### src/rtl/lwand_hz_pkg.sv
// Package: shared types for the load/AND hazard controller.
// Assumes 32 registers and a single-issue pipeline.
package lwand_hz_pkg;

    localparam int REG_W = 5;

    // Operand source coding consumed by the datapath multiplexers.
    typedef enum logic [1:0] {
        SRC_REGFILE = 2'b00,
        SRC_MEMWB   = 2'b01,
        SRC_EXMEM   = 2'b10
    } fwd_src_e;

    // Hazard-relevant record of one instruction.
    typedef struct packed {
        logic             valid;
        logic             is_load;
        logic             uses_rt;
        logic [REG_W-1:0] dst;
        logic [REG_W-1:0] rs;
        logic [REG_W-1:0] rt;
    } slot_t;

endpackage

### src/rtl/lwand_hz_decode.sv
// Module: lwand_hz_decode
// Turns the fetch/decode instruction word into a hazard record.
// Assumes the opcode occupies the top six bits and three register
// fields follow it; unrecognised words become an empty record.
module lwand_hz_decode
    import lwand_hz_pkg::*;
#(
    parameter int         INSTR_W  = 32,
    parameter logic [5:0] OPC_LOAD = 6'b100011,
    parameter logic [5:0] OPC_REG  = 6'b000000,
    parameter logic [5:0] FN_AND   = 6'b100100
) (
    input  logic               valid_i,
    input  logic [INSTR_W-1:0] instr_i,
    output slot_t              slot_o
);
    localparam int OPC_W  = 6;
    localparam int FN_W   = 6;
    localparam int OPC_LO = INSTR_W - OPC_W;
    localparam int RS_LO  = OPC_LO - REG_W;
    localparam int RT_LO  = RS_LO - REG_W;
    localparam int RD_LO  = RT_LO - REG_W;

    logic [OPC_W-1:0] opc;
    logic [FN_W-1:0]  fn;
    logic [REG_W-1:0] f_rs, f_rt, f_rd;
    logic             is_load, is_and;

    // Slice the fields out of the word.
    always_comb begin
        opc  = instr_i[INSTR_W-1 -: OPC_W];
        fn   = instr_i[FN_W-1:0];
        f_rs = instr_i[RS_LO +: REG_W];
        f_rt = instr_i[RT_LO +: REG_W];
        f_rd = instr_i[RD_LO +: REG_W];
    end

    // Classify and build the record; anything else is a bubble.
    always_comb begin
        is_load = valid_i && (opc == OPC_LOAD);
        is_and  = valid_i && (opc == OPC_REG) && (fn == FN_AND);
        slot_o  = '0;
        if (is_load || is_and) begin
            slot_o.valid   = 1'b1;
            slot_o.is_load = is_load;
            slot_o.uses_rt = is_and;
            slot_o.dst     = is_load ? f_rt : f_rd;
            slot_o.rs      = f_rs;
            slot_o.rt      = is_and ? f_rt : '0;
        end
    end
endmodule

### src/rtl/lwand_hz_track.sv
// Module: lwand_hz_track
// Shadow of the execute, memory and write-back stage records.
// Assumes the datapath advances every cycle; a stall only swaps the
// record entering execute for a bubble.
module lwand_hz_track
    import lwand_hz_pkg::*;
#(
    parameter int DEPTH = 3
) (
    input  logic  clk,
    input  logic  rst_n,
    input  logic  stall_i,
    input  slot_t id_slot_i,
    output slot_t ex_o,
    output slot_t mem_o,
    output slot_t wb_o
);
    slot_t stage_q [DEPTH];

    // Execute-stage record: take decode, or a bubble while stalled.
    always_ff @(posedge clk) begin
        if (!rst_n)       stage_q[0] <= '0;
        else if (stall_i) stage_q[0] <= '0;
        else              stage_q[0] <= id_slot_i;
    end

    // Later stages: plain shift of the previous record.
    for (genvar g = 1; g < DEPTH; g++) begin : g_stage
        always_ff @(posedge clk) begin
            if (!rst_n) stage_q[g] <= '0;
            else        stage_q[g] <= stage_q[g-1];
        end
    end

    assign ex_o  = stage_q[0];
    assign mem_o = stage_q[1];
    assign wb_o  = stage_q[DEPTH-1];

    // a stall leaves execute empty in the following cycle.
    p_bubble_after_stall_r9: assert property (@(posedge clk) disable iff (!rst_n)
        stall_i |=> !ex_o.valid);
    // the write-back record follows the memory record by one cycle.
    p_wb_follows_mem_r1: assert property (@(posedge clk) disable iff (!rst_n)
        !mem_o.valid |=> !wb_o.valid);
endmodule

### src/rtl/lwand_hz_fwd.sv
// Module: lwand_hz_fwd
// Chooses the source of one execute-stage ALU operand.
// Assumes only an AND result is ready in the memory stage, while any
// write-back value is ready.
module lwand_hz_fwd
    import lwand_hz_pkg::*;
(
    input  logic             clk,
    input  logic             rst_n,
    input  logic             need_i,
    input  logic [REG_W-1:0] src_i,
    input  slot_t            mem_i,
    input  slot_t            wb_i,
    output fwd_src_e         sel_o
);
    logic hit_mem, hit_wb;

    // Compare the source with each older destination.
    always_comb begin
        hit_mem = need_i && mem_i.valid && !mem_i.is_load &&
                  (mem_i.dst != '0) && (mem_i.dst == src_i);
        hit_wb  = need_i && wb_i.valid &&
                  (wb_i.dst != '0) && (wb_i.dst == src_i);
    end

    // The younger producer wins.
    always_comb begin
        if (hit_mem)     sel_o = SRC_EXMEM;
        else if (hit_wb) sel_o = SRC_MEMWB;
        else             sel_o = SRC_REGFILE;
    end

    // the memory-stage source is only taken from an AND.
    p_exmem_is_and_r3: assert property (@(posedge clk) disable iff (!rst_n)
        (sel_o == SRC_EXMEM) |-> (mem_i.valid && !mem_i.is_load));
    // the write-back source needs a live producer.
    p_memwb_live_r4: assert property (@(posedge clk) disable iff (!rst_n)
        (sel_o == SRC_MEMWB) |-> wb_i.valid);
    // register 0 is never forwarded.
    p_no_zero_fwd_r6: assert property (@(posedge clk) disable iff (!rst_n)
        (sel_o != SRC_REGFILE) |-> (src_i != '0));
    // only the three legal codes appear.
    p_sel_legal_r2: assert property (@(posedge clk) disable iff (!rst_n)
        sel_o != 2'b11);
endmodule

### src/rtl/lwand_hz_stall.sv
// Module: lwand_hz_stall
// Detects a load in execute whose destination the decoded instruction
// reads. Assumes a load reads only rs and an AND reads rs and rt.
module lwand_hz_stall
    import lwand_hz_pkg::*;
(
    input  logic  clk,
    input  logic  rst_n,
    input  slot_t id_i,
    input  slot_t ex_i,
    output logic  stall_o
);
    logic ex_loads, rs_dep, rt_dep;

    // Load-use comparison.
    always_comb begin
        ex_loads = ex_i.valid && ex_i.is_load && (ex_i.dst != '0);
        rs_dep   = id_i.valid && (id_i.rs == ex_i.dst);
        rt_dep   = id_i.valid && id_i.uses_rt && (id_i.rt == ex_i.dst);
        stall_o  = ex_loads && (rs_dep || rt_dep);
    end

    // a stall always has a load in execute.
    p_stall_needs_load_r8: assert property (@(posedge clk) disable iff (!rst_n)
        stall_o |-> (ex_i.valid && ex_i.is_load));
    // a stall never lasts two cycles.
    p_stall_single_r9: assert property (@(posedge clk) disable iff (!rst_n)
        stall_o |=> !stall_o);
    // a load in decode stalls only on its rs.
    p_load_rt_ignored_r7: assert property (@(posedge clk) disable iff (!rst_n)
        (id_i.is_load && (id_i.rs != ex_i.dst)) |-> !stall_o);
endmodule

### src/rtl/lwand_hazard_ctrl.sv
// Module: lwand_hazard_ctrl (top)
// Data-hazard controller for a load/AND five-stage pipeline: decodes
// the decode-stage word, tracks the older stages and drives operand
// selects and the load-use stall. Assumes the register file is
// written before it is read within a cycle.
module lwand_hazard_ctrl
    import lwand_hz_pkg::*;
#(
    parameter int INSTR_W = 32,
    parameter int N_OPND  = 2
) (
    input  logic               clk,
    input  logic               rst_n,
    input  logic               ifid_valid,
    input  logic [INSTR_W-1:0] ifid_instr,
    output logic               stall,
    output logic [1:0]         fwd_a_sel,
    output logic [1:0]         fwd_b_sel
);
    slot_t            id_slot, ex_slot, mem_slot, wb_slot;
    logic             stall_w;
    fwd_src_e         sel_w  [N_OPND];
    logic             need_w [N_OPND];
    logic [REG_W-1:0] src_w  [N_OPND];

    lwand_hz_decode #(.INSTR_W(INSTR_W)) u_decode (
        .valid_i (ifid_valid),
        .instr_i (ifid_instr),
        .slot_o  (id_slot)
    );

    lwand_hz_track #(.DEPTH(3)) u_track (
        .clk       (clk),
        .rst_n     (rst_n),
        .stall_i   (stall_w),
        .id_slot_i (id_slot),
        .ex_o      (ex_slot),
        .mem_o     (mem_slot),
        .wb_o      (wb_slot)
    );

    lwand_hz_stall u_stall (
        .clk     (clk),
        .rst_n   (rst_n),
        .id_i    (id_slot),
        .ex_i    (ex_slot),
        .stall_o (stall_w)
    );

    // Operand sources: first is rs for any instruction, second rt for AND only.
    always_comb begin
        need_w[0] = ex_slot.valid;
        src_w[0]  = ex_slot.rs;
        need_w[1] = ex_slot.valid && ex_slot.uses_rt;
        src_w[1]  = ex_slot.rt;
    end

    for (genvar k = 0; k < N_OPND; k++) begin : g_opnd
        lwand_hz_fwd u_fwd (
            .clk    (clk),
            .rst_n  (rst_n),
            .need_i (need_w[k]),
            .src_i  (src_w[k]),
            .mem_i  (mem_slot),
            .wb_i   (wb_slot),
            .sel_o  (sel_w[k])
        );
    end

    assign stall     = stall_w;
    assign fwd_a_sel = sel_w[0];
    assign fwd_b_sel = sel_w[1];

    // a load in execute never takes its second operand from a bypass.
    p_load_second_opnd_r7: assert property (@(posedge clk) disable iff (!rst_n)
        (ex_slot.valid && ex_slot.is_load) |-> (fwd_b_sel == 2'b00));
endmodule

### config.mk
export PLATFORM = sky130hd
export DESIGN_NAME = lwand_hazard_ctrl
export DESIGN_NICKNAME = d
export VERILOG_FILES = /design/src/rtl/lwand_hz_pkg.sv /design/src/rtl/lwand_hz_decode.sv /design/src/rtl/lwand_hz_track.sv /design/src/rtl/lwand_hz_fwd.sv /design/src/rtl/lwand_hz_stall.sv /design/src/rtl/lwand_hazard_ctrl.sv
export SDC_FILE = /design/constraint.sdc
export NUM_CORES = 1
export LEC_CHECK = 0
export ABC_AREA = 1
export BUFFER_PORTS_ARGS = -buffer_cell sky130_fd_sc_hd__buf_2
export CORE_ASPECT_RATIO = 0.8
export CORE_MARGIN = 2
export CORE_UTILIZATION = 53
export CTS_CLUSTER_SIZE = 30
export DETAILED_ROUTE_END_ITERATION = 10
export PLACE_DENSITY_LB_ADDON = 0.3
export SLEW_MARGIN = 20
export SYNTH_ARGS = -nofsm -noshare
export SYNTH_HDL_FRONTEND = slang
export SYNTH_SLANG_ARGS = --single-unit
### constraint.sdc
create_clock -name clk -period 2.2 [get_ports clk]
set_clock_uncertainty 0.2 [all_clocks]
set_input_delay 0.33 -clock clk [delete_from_list [all_inputs] [get_ports clk]]
set_output_delay 0.33 -clock clk [all_outputs]
set_load 0.01 [all_outputs]
* Yosys cells after proc, flatten, opt, wreduce, memory -nomap -nowiden *
Memories as Yosys holds them, arrays and structs flattened.
Cells that the tools add are included.

word-level totals
  bits in registers = 0
  RAM bits = 54
  word-level logic and storage cells = 63
  memories kept = 1

memories
  name             depth  bits a word  rd ports  clocked after memory_dff  wr ports  line                  RTL
  u_track.stage_q  3      18           3         0                         3         lwand_hz_track.sv:18  slot_t stage_q [DEPTH];

cells by class
  eq/ne operators = 8
  multiplexer cells = 19
  bitwise logic cells = 4
  reduce and logical (&&, ||, !) cells = 31

operator list
  kind                                        count
  2-to-1 mux 18 bit                           5
  equality test 5 bit                         6
  logical AND 1 bit                           24
  nonzero test 5 bit                          3
  equality test 6 bit, second input constant  2
  2-to-1 mux 1 bit                            10
  2-to-1 mux 5 bit                            2
  logical NOT 6 bit                           1
  2-to-1 mux 2 bit                            2
  OR 1 bit                                    4
  logical OR 1 bit                            2
  logical NOT 1 bit                           1

* Logic depth before layout (Yosys ltp) *
Gate-level depths: netlist (run 1).

  depth after elaboration = 14
  depth in mapped cells = 12
  depth with buffers taken out = 11

* By module *
Synthesis (run 1) repeated with hierarchy kept, for this count alone.

second synthesis, totals
  cells, all modules = 405
  area, all modules = 2,859.0 µm²

by module, submodules not included
  module             times used  cells each  area each (µm²)  seq. area each (µm²)
  lwand_hz_track     1           170         1,814.2          1,261.2
  lwand_hz_fwd       2           58          242.7            0.0
  lwand_hz_decode    1           65          331.6            0.0
  lwand_hz_stall     1           52          220.2            0.0
  lwand_hazard_ctrl  1           2           7.5              0.0

* Least setup slack after synthesis (run 1) *
OpenSTA, ideal clock, no wires.

  kind = register to output
  from = mem u_track.stage_q[0][7] (netlist bit)
  to = out fwd_a_sel[1]
  arrival = 1,081 ps
  path slack = 589 ps
  stages on the path, launching flop included = 5
  path through = edfxtp_1 > xnor2_1 > nand3_1 > nor4_1 > buf_4

RTL lines
  item             line                     RTL
  start, declared  lwand_hz_track.sv:18
  end, declared    lwand_hazard_ctrl.sv:17  output logic [1:0] fwd_a_sel,

==> impl_metrics.sql, run 1 <==
INSERT INTO impl_metrics (metric_group, metric, value, unit) VALUES
('timing', 'max_freq', '490', 'MHz'),
('floorplanning', 'initial_standard_cell_utilization_of_the_core', '55.5', '%'),
('logic_synthesis', 'synth-xor-area-share', '8.12', '%'),
('clocking', 'clkLatencyLatePin', '290', 'ps'),
('worst_setup_path', 'worst_path_dominant_cell_family', 'simple AND/OR/NAND/NOR gates', ''),
('route', 'detail_route.wirelength', '3530', 'um'),
('clocking', 'worst_setup_hold_path_clk_slew', '70', 'ps'),
('worst_setup_path', 'setup.worst_path.start_class', 'flip-flop', ''),
('placement', 'gp_congestion', '0.820', ''),
('clocking', 'cts_made_buffers', '5', ''),
('logic_synthesis', 'ys_ff_latch', '31', ''),
('worst_setup_path', 'setup.reg_to_reg.worst_slack', '270', 'ps'),
('logic_synthesis', 'synth-adder-area-share', '0', '%'),
('timing', 'rsz0062_at_grt', 'no', ''),
('route', 'drcViolationCount', '0', ''),
('clocking', 'tritoncts', 'done', ''),
('floorplanning', 'design.portCount', '40', ''),
('worst_setup_path', 'timing.critical_path.slowest_stage_cell', 'edfxtp_1', ''),
('timing', 'finalMaxSlewViolations', '0', ''),
('global_routing', 'first_pass_grt_wire_length', '5520', 'um'),
('min_path', 'hold_path.class', 'in2reg', ''),
('placement', 'port_buffers', '34', ''),
('route', 'mean_routed_wirelength_per_cell', '10.7', 'um'),
('flow_run', 'cap_violations', '0', ''),
('global_routing', 'grt_antenna_before_repair', '0', ''),
('route', 'vias_per_cell', '4.61', ''),
('route', 'ant_nets', '0', ''),
('timing', 'layout_worst_path_cycle_share', '92.8', '%'),
('worst_setup_path', 'setup.worst_path.end_class', 'output port', ''),
('outcome', 'status', 'completed', ''),
('logic_synthesis', 'synth_mux_area_share', '0', '%'),
('power', 'worst_ir_drop_vdd', '0.000513', 'V'),
('timing', 'final-hold-violation-count', '0', ''),
('route', 'initialDrtViolationCount', '78', ''),
('layout', 'post_route_cells_drive_above_1_share', '18.3', '%'),
('global_routing', 'grt_pass1_vias', '1300', ''),
('global_routing', 'aggregate_global_route_resource_usage', '21.1', '%'),
('worst_setup_path', 'critical-path-top-cell-by-count', 'nand2_1', ''),
('floorplanning', 'floorplan.die.width', '67.8', 'um'),
('floorplanning', 'die-area', '3730', 'um^2'),
('timing', 'report.final.setup_viol', '0', ''),
('logic_synthesis', 'ys_seq_area_share', '46.4', '%'),
('power', 'leakage', '1.16', 'nW'),
('floorplanning', 'die_height', '55.0', 'um'),
('layout', 'final_net_count', '323', ''),
('logic_synthesis', 'synth-compound-area-share', '5.73', '%'),
('min_path', 'worstHoldStart', 'ifid_instr[24]', ''),
('layout', 'largest_register', 'u_track.stage_q', ''),
('timing', 'fin_crit', '2040', 'ps'),
('route', 'vias', '1518', ''),
('worst_setup_path', 'worstPathBufferInverterCount', '3', ''),
('worst_setup_path', 'arrival', '1510', 'ps'),
('logic_synthesis', 'synth_cells', '231', ''),
('logic_synthesis', 'ys_types', '29', ''),
('logic_synthesis', 'post_synth_instance_area', '1730', 'um^2'),
('worst_setup_path', 'reg2regPathDepth', '12', ''),
('power', 'power.density', '607', 'nW/um^2'),
('worst_setup_path', 'slowest_delay', '430', 'ps'),
('worst_setup_path', 'required', '1670', 'ps'),
('clocking', 'count_of_clock_tree_sinks', '31', ''),
('clocking', 'cts-root-buf', 'clkbuf_8', ''),
('clocking', 'ctsHtreeMaxLevel', '2', ''),
('worst_setup_path', 'path_type_of_the_worst_setup_path', 'reg2out', ''),
('layout', 'filler_cell_count', '283', ''),
('global_routing', 'grt_start_max_net_pins', '17', ''),
('min_path', 'hold_endpoint', 'u_track.stage_q[0][8]', ''),
('worst_setup_path', 'path_cells', 'inv_2 > nand2_1 > nand2_1 > nor2_1 > nand2_1 > nor2_1 > nand2_1 > nand2_1 > nand2_2 > inv_1 > buf_2', ''),
('logic_synthesis', 'largest_family_of_logic_cells_by_synthesized_area', 'simple AND/OR/NAND/NOR gates', ''),
('layout', 'top_regs', 'u_track.stage_q (31)', ''),
('global_routing', 'overflow', '0', ''),
('floorplanning', 'design.core.area', '3110', 'um^2');
## Yosys cell counts (all sizes together)
cell type | n | share of area (%)
a211oi | 1 | 0.44
xor2 | 7 | 3.6
dfxtp | 13 | 15
inv | 50 | 11
a21boi | 1 | 0.44
conb | 1 | 0.22
nor2 | 37 | 8.2
o22ai | 2 | 0.73
buf | 4 | 1.8
nor3b | 1 | 0.44
nor4 | 1 | 0.36
o31ai | 1 | 0.44
nand4 | 5 | 1.8
nand2 | 55 | 12
o21ai | 10 | 2.9
edfxtp | 18 | 31
a21oi | 1 | 0.29
nor3 | 3 | 0.87
nand3 | 8 | 2.6
xnor2 | 9 | 4.6
o2111ai | 1 | 0.51
clkbuf | 2 | 0.44
## stage by stage
step,area [um^2],instances,utilization [%],setup slack (ps),hold slack (ps)
after floorplan,1790,248,-,589,207
after global placement,1980,317,63.6,341,211
after detailed placement,1980,317,63.6,322,225
after CTS,2070,325,66.6,66.4,165
after global routing,2120,329,68.1,24.2,180
final,2120,329,68.1,159,165
## logic make-up after synthesis
group                  after synthesis
AND/OR/NAND/NOR                    110
XOR/XNOR                            16
other                                1
flip-flops                          31
AO/OA/AOI/OAI                       17
buffers and inverters               56
## layout make-up
class | count | area (um^2) | share of cell area, %
clock buffers | 7 | 86.3 | 4.08
flip-flops and latches | 31 | 801 | 37.8
inverters | 50 | 188 | 8.87
clock inverters | 1 | 5.00 | 0.237
repair buffers | 39 | 208 | 9.82
well taps | 40 | 50.0 | 2.37
multi-input cells | 161 | 778 | 36.8
## timing repair
item | 4_1_cts | 5_1_grt
hold buffers | 0 | 0
setup buffers | 0 | 4
setup endpoints to repair | 0 | 4
resized for setup | 0 | 3
## where the power goes
| part | internal, mW | leakage (nW) | switching (mW) |
|---|---|---|---|
| Combinational | 0.0656 | 0.836 | 0.0794 |
| Sequential | 0.642 | 0.278 | 0.0291 |
| Clock | 0.252 | 0.0482 | 0.217 |
| Total | 0.960 | 1.16 | 0.325 |
## worst max path at each step
stage / start / to / slack [ps] / cells past startpoint
finish: u_track.stage_q[0][13] / stall / 160 / 11
global route: u_track.stage_q[0][12] / stall / 20 / 11
CTS: u_track.stage_q[0][5] / fwd_a_sel[0] / 70 / 5
detailed placement: ifid_instr[4] / u_track.stage_q[0][14] / 320 / 11
global placement: ifid_instr[4] / u_track.stage_q[0][4] / 340 / 11
floorplan: u_track.stage_q[0][7] / fwd_a_sel[1] / 590 / 4
## worst register-to-register path, cell delays in order (launching register included)
cell and delay (ps):
edfxtp_1 430, inv_2 80, nand2_1 60, nand2_1 50
nor2_1 90, nand2_1 50, nor2_1 110, nand2_1 60
nand2_1 60, nand2_2 60, buf_4 140, nand3_2 190
inv_1 80
## routing by layer
| layer | global-route usage, % | share of wire (%) |
|---|---|---|
| met4 | 5.33 | 0.82 |
| met1 | 26.5 | 46 |
| met2 | 35.5 | 48 |
| met5 | 0 | 0 |
| met3 | 7.29 | 5.5 |
## layout by cell type (no fill, tap or decap)
cell	n
nand2_1	54
inv_1	49
nor2_1	36
buf_2	34
edfxtp_1	18
conb_1	18
dfxtp_1	13
xnor2_1	9
o21ai_0	9
xor2_1	7
nand3_1	7
clkbuf_8	6
nand4_1	5
buf_4	5
nor3_1	3
o22ai_1	2
o31ai_2	1
nor4_2	1
o2111ai_1	1
a211oi_1	1
nor3b_2	1
a21oi_1	1
a21boi_0	1
inv_2	1
o21ai_1	1
nand2_2	1
nand3_2	1
nor2_2	1
clkinv_2	1
clkbuf_1	1
Power figures use the tool's default switching activity.
==> run 2: changes to the inputs <==
REMOVE_ABC_BUFFERS = 1   (was default)
==> run 2 against run 1 <==
  * Core utilization fell by 1.3 points
  * Critical path type unchanged
  * Register-to-register slack improved by 130 ps
  * Combinational power fell by 5%
  * Clock-buffer cell count fell by 1
==> impl_metrics.sql, run 2 (synthesized netlist as in run 1, its figures left out) <==
INSERT INTO impl_metrics (metric_group, metric, value, unit) VALUES
('floorplanning', 'design.core.area', '3110', 'um^2'),
('floorplanning', 'design.portCount', '40', ''),
('clocking', 'ctsHtreeMaxLevel', '2', ''),
('timing', 'setup_total_negative_slack', '0', 'ps'),
('timing', 'finalMaxSlewViolations', '0', ''),
('worst_setup_path', 'path_type_of_the_worst_setup_path', 'reg2out', ''),
('worst_setup_path', 'worstReg2RegStart', 'u_track.stage_q[0][12]', ''),
('timing', 'final-hold-violation-count', '0', ''),
('worst_setup_path', 'worst_path_dominant_cell_family', 'simple AND/OR/NAND/NOR gates', ''),
('global_routing', 'overflow', '0', ''),
('layout', 'syn2layout_area_growth', '20.3', '%'),
('timing', 'layout_worst_path_cycle_share', '92.9', '%'),
('timing', 'whs', '196', 'ps'),
('clocking', 'worst_setup_hold_path_clk_slew', '60', 'ps'),
('worst_setup_path', 'arrival', '1510', 'ps'),
('worst_setup_path', 'critical-path-top-cell-by-count', 'nand2_1', ''),
('min_path', 'worstHoldStart', 'ifid_instr[24]', ''),
('outcome', 'status', 'completed', ''),
('layout', 'final_design_area_no_fill', '2080', 'um^2'),
('clocking', 'cts_made_buffers', '5', ''),
('worst_setup_path', 'slowest_delay', '430', 'ps'),
('floorplanning', 'floorplan.rows', '18', ''),
('worst_setup_path', 'timing.critical_path.slowest_stage_cell', 'edfxtp_1', ''),
('route', 'vias', '1500', ''),
('clocking', 'count_of_clock_tree_sinks', '31', ''),
('min_path', 'hold_path.class', 'in2reg', ''),
('power', 'power.density', '591', 'nW/um^2'),
('worst_setup_path', 'setup.worst_path.start_class', 'flip-flop', ''),
('layout', 'final_common_cell', 'nand2_1', ''),
('placement', 'port_buffers', '34', ''),
('power', 'leakage', '1.14', 'nW'),
('timing', 'report.final.setup_viol', '0', ''),
('layout', 'antenna_cells_inserted', '0', ''),
('clocking', 'bufs_on_longest_clock_path', '2', ''),
('route', 'ant_nets', '0', ''),
('power', 'worst_ir_drop_vdd', '0.000284', 'V'),
('clocking', 'cts_hold_buf', '0', ''),
('route', 'detail_route.wirelength', '3470', 'um'),
('clocking', 'cts-root-buf', 'clkbuf_8', ''),
('timing', 'setup_ws', '155', 'ps'),
('worst_setup_path', 'worstPathBufferInverterCount', '4', ''),
('worst_setup_path', 'setup.worst_path.end_class', 'output port', ''),
('timing', 'rsz0062_at_grt', 'no', ''),
('clocking', 'clkLatencyLatePin', '280', 'ps'),
('floorplanning', 'initial_standard_cell_utilization_of_the_core', '55.5', '%'),
('placement', 'dpl_cell_area', '1980', 'um^2'),
('worst_setup_path', 'required', '1670', 'ps'),
('global_routing', 'grt_pass1_vias', '1453', ''),
('timing', 'fin_crit', '2040', 'ps'),
('layout', 'final_net_count', '319', ''),
('worst_setup_path', 'critPathLaunch', 'u_track.stage_q[0][12]', ''),
('global_routing', 'grt_start_max_net_pins', '17', ''),
('worst_setup_path', 'path_cells', 'inv_1 > nand2_1 > nand2_1 > inv_1 > nand2_1 > nor2_1 > nand3_1 > nand2_1 > nand2_2 > inv_1 > buf_2', ''),
('clocking', 'tritoncts', 'done', ''),
('route', 'mean_routed_wirelength_per_cell', '10.7', 'um'),
('floorplanning', 'floorplan.die.width', '67.8', 'um'),
('floorplanning', 'die_height', '55.0', 'um'),
('layout', 'largest_register', 'u_track.stage_q', ''),
('route', 'drt_pre_antenna_iters', '4', ''),
('placement', 'post-dp-hpwl', '2790', 'um'),
('worst_setup_path', 'critPathMaxFanout', '4', ''),
('layout', 'most-common-layout-cells', '54 x nand2_1, 49 x inv_1, 36 x nor2_1', ''),
('flow_run', 'cap_violations', '0', ''),
('route', 'initialDrtViolationCount', '59', ''),
('route', 'drcViolationCount', '0', ''),
('route', 'vias_per_cell', '4.62', ''),
('global_routing', 'aggregate_global_route_resource_usage', '23.0', '%'),
('power', 'totalPowerFinal', '1.23', 'mW'),
('placement', 'post-place-ws', '368', 'ps'),
('layout', 'post_route_cells_drive_above_1_share', '16.8', '%'),
('layout', 'top_regs', 'u_track.stage_q (31)', ''),
('floorplanning', 'die-area', '3730', 'um^2'),
('timing', 'max_freq', '489', 'MHz'),
('global_routing', 'first_pass_grt_wire_length', '6040', 'um'),
('global_routing', 'grt_antenna_before_repair', '0', ''),
('placement', 'gp_congestion', '0.892', ''),
('layout', 'largest_register_ffs', '31', '');
## run 2: cell types whose count changed in the layout (fill, tap and decap cells not counted), sizes merged
| cell | before | now |
|---|---|---|
| buf | 39 | 35 |
| clkbuf | 7 | 6 |
| clkinv | 1 | 2 |
## run 2: final timing paths
path	depth (start not counted)	end	slack, ps
worst min register to register	2	u_track.stage_q[2][17]	240
worst min-delay path	3	u_track.stage_q[0][8]	200
worst max-delay path	11	stall	160
worst max register to register	11	u_track.stage_q[0][8]	400
## run 2: metal layers
metal / global-route usage [%] / wire (um) / part of all wire (%)
met3: 6.88 / 176 / 5.1
met5: 0 / 0 / 0
met4: 9.67 / 67 / 1.9
met1: 27.6 / 1620 / 47
met2: 39.2 / 1600 / 46
## run 2: power breakdown
group	total [mW]	switching [mW]	internal, mW
clock	0.416	0.199	0.217
sequential	0.672	0.0298	0.642
combinational	0.138	0.0762	0.0622
total	1.23	0.305	0.921
## run 2: worst min-delay path, delay by kind of cell
family                 cells  cell delay [ps]
buffers and inverters      2              130
AND/OR/NAND/NOR            1               90
## run 2: stage by stage
step,utilization (%),std cells
2_1_floorplan,-,242
3_3_place_gp,63.6,317
3_5_place_dp,63.6,317
4_1_cts,66.3,325
5_1_grt,66.8,325
6_report,66.8,325
## run 2: layout make-up
type / count / area, um^2
fillers: 277 / 1030
clock inverters: 2 / 8.76
multi-input cells: 161 / 778
inverters: 50 / 188
repair buffers: 35 / 178
flip-flops and latches: 31 / 801
clock buffers: 6 / 72.6
well taps: 40 / 50.0
## run 2: timing repair
item                       in CTS  in global routing
gates resized for setup         0                  3
buffers inserted                0                  0
setup endpoints to repair       0                  4
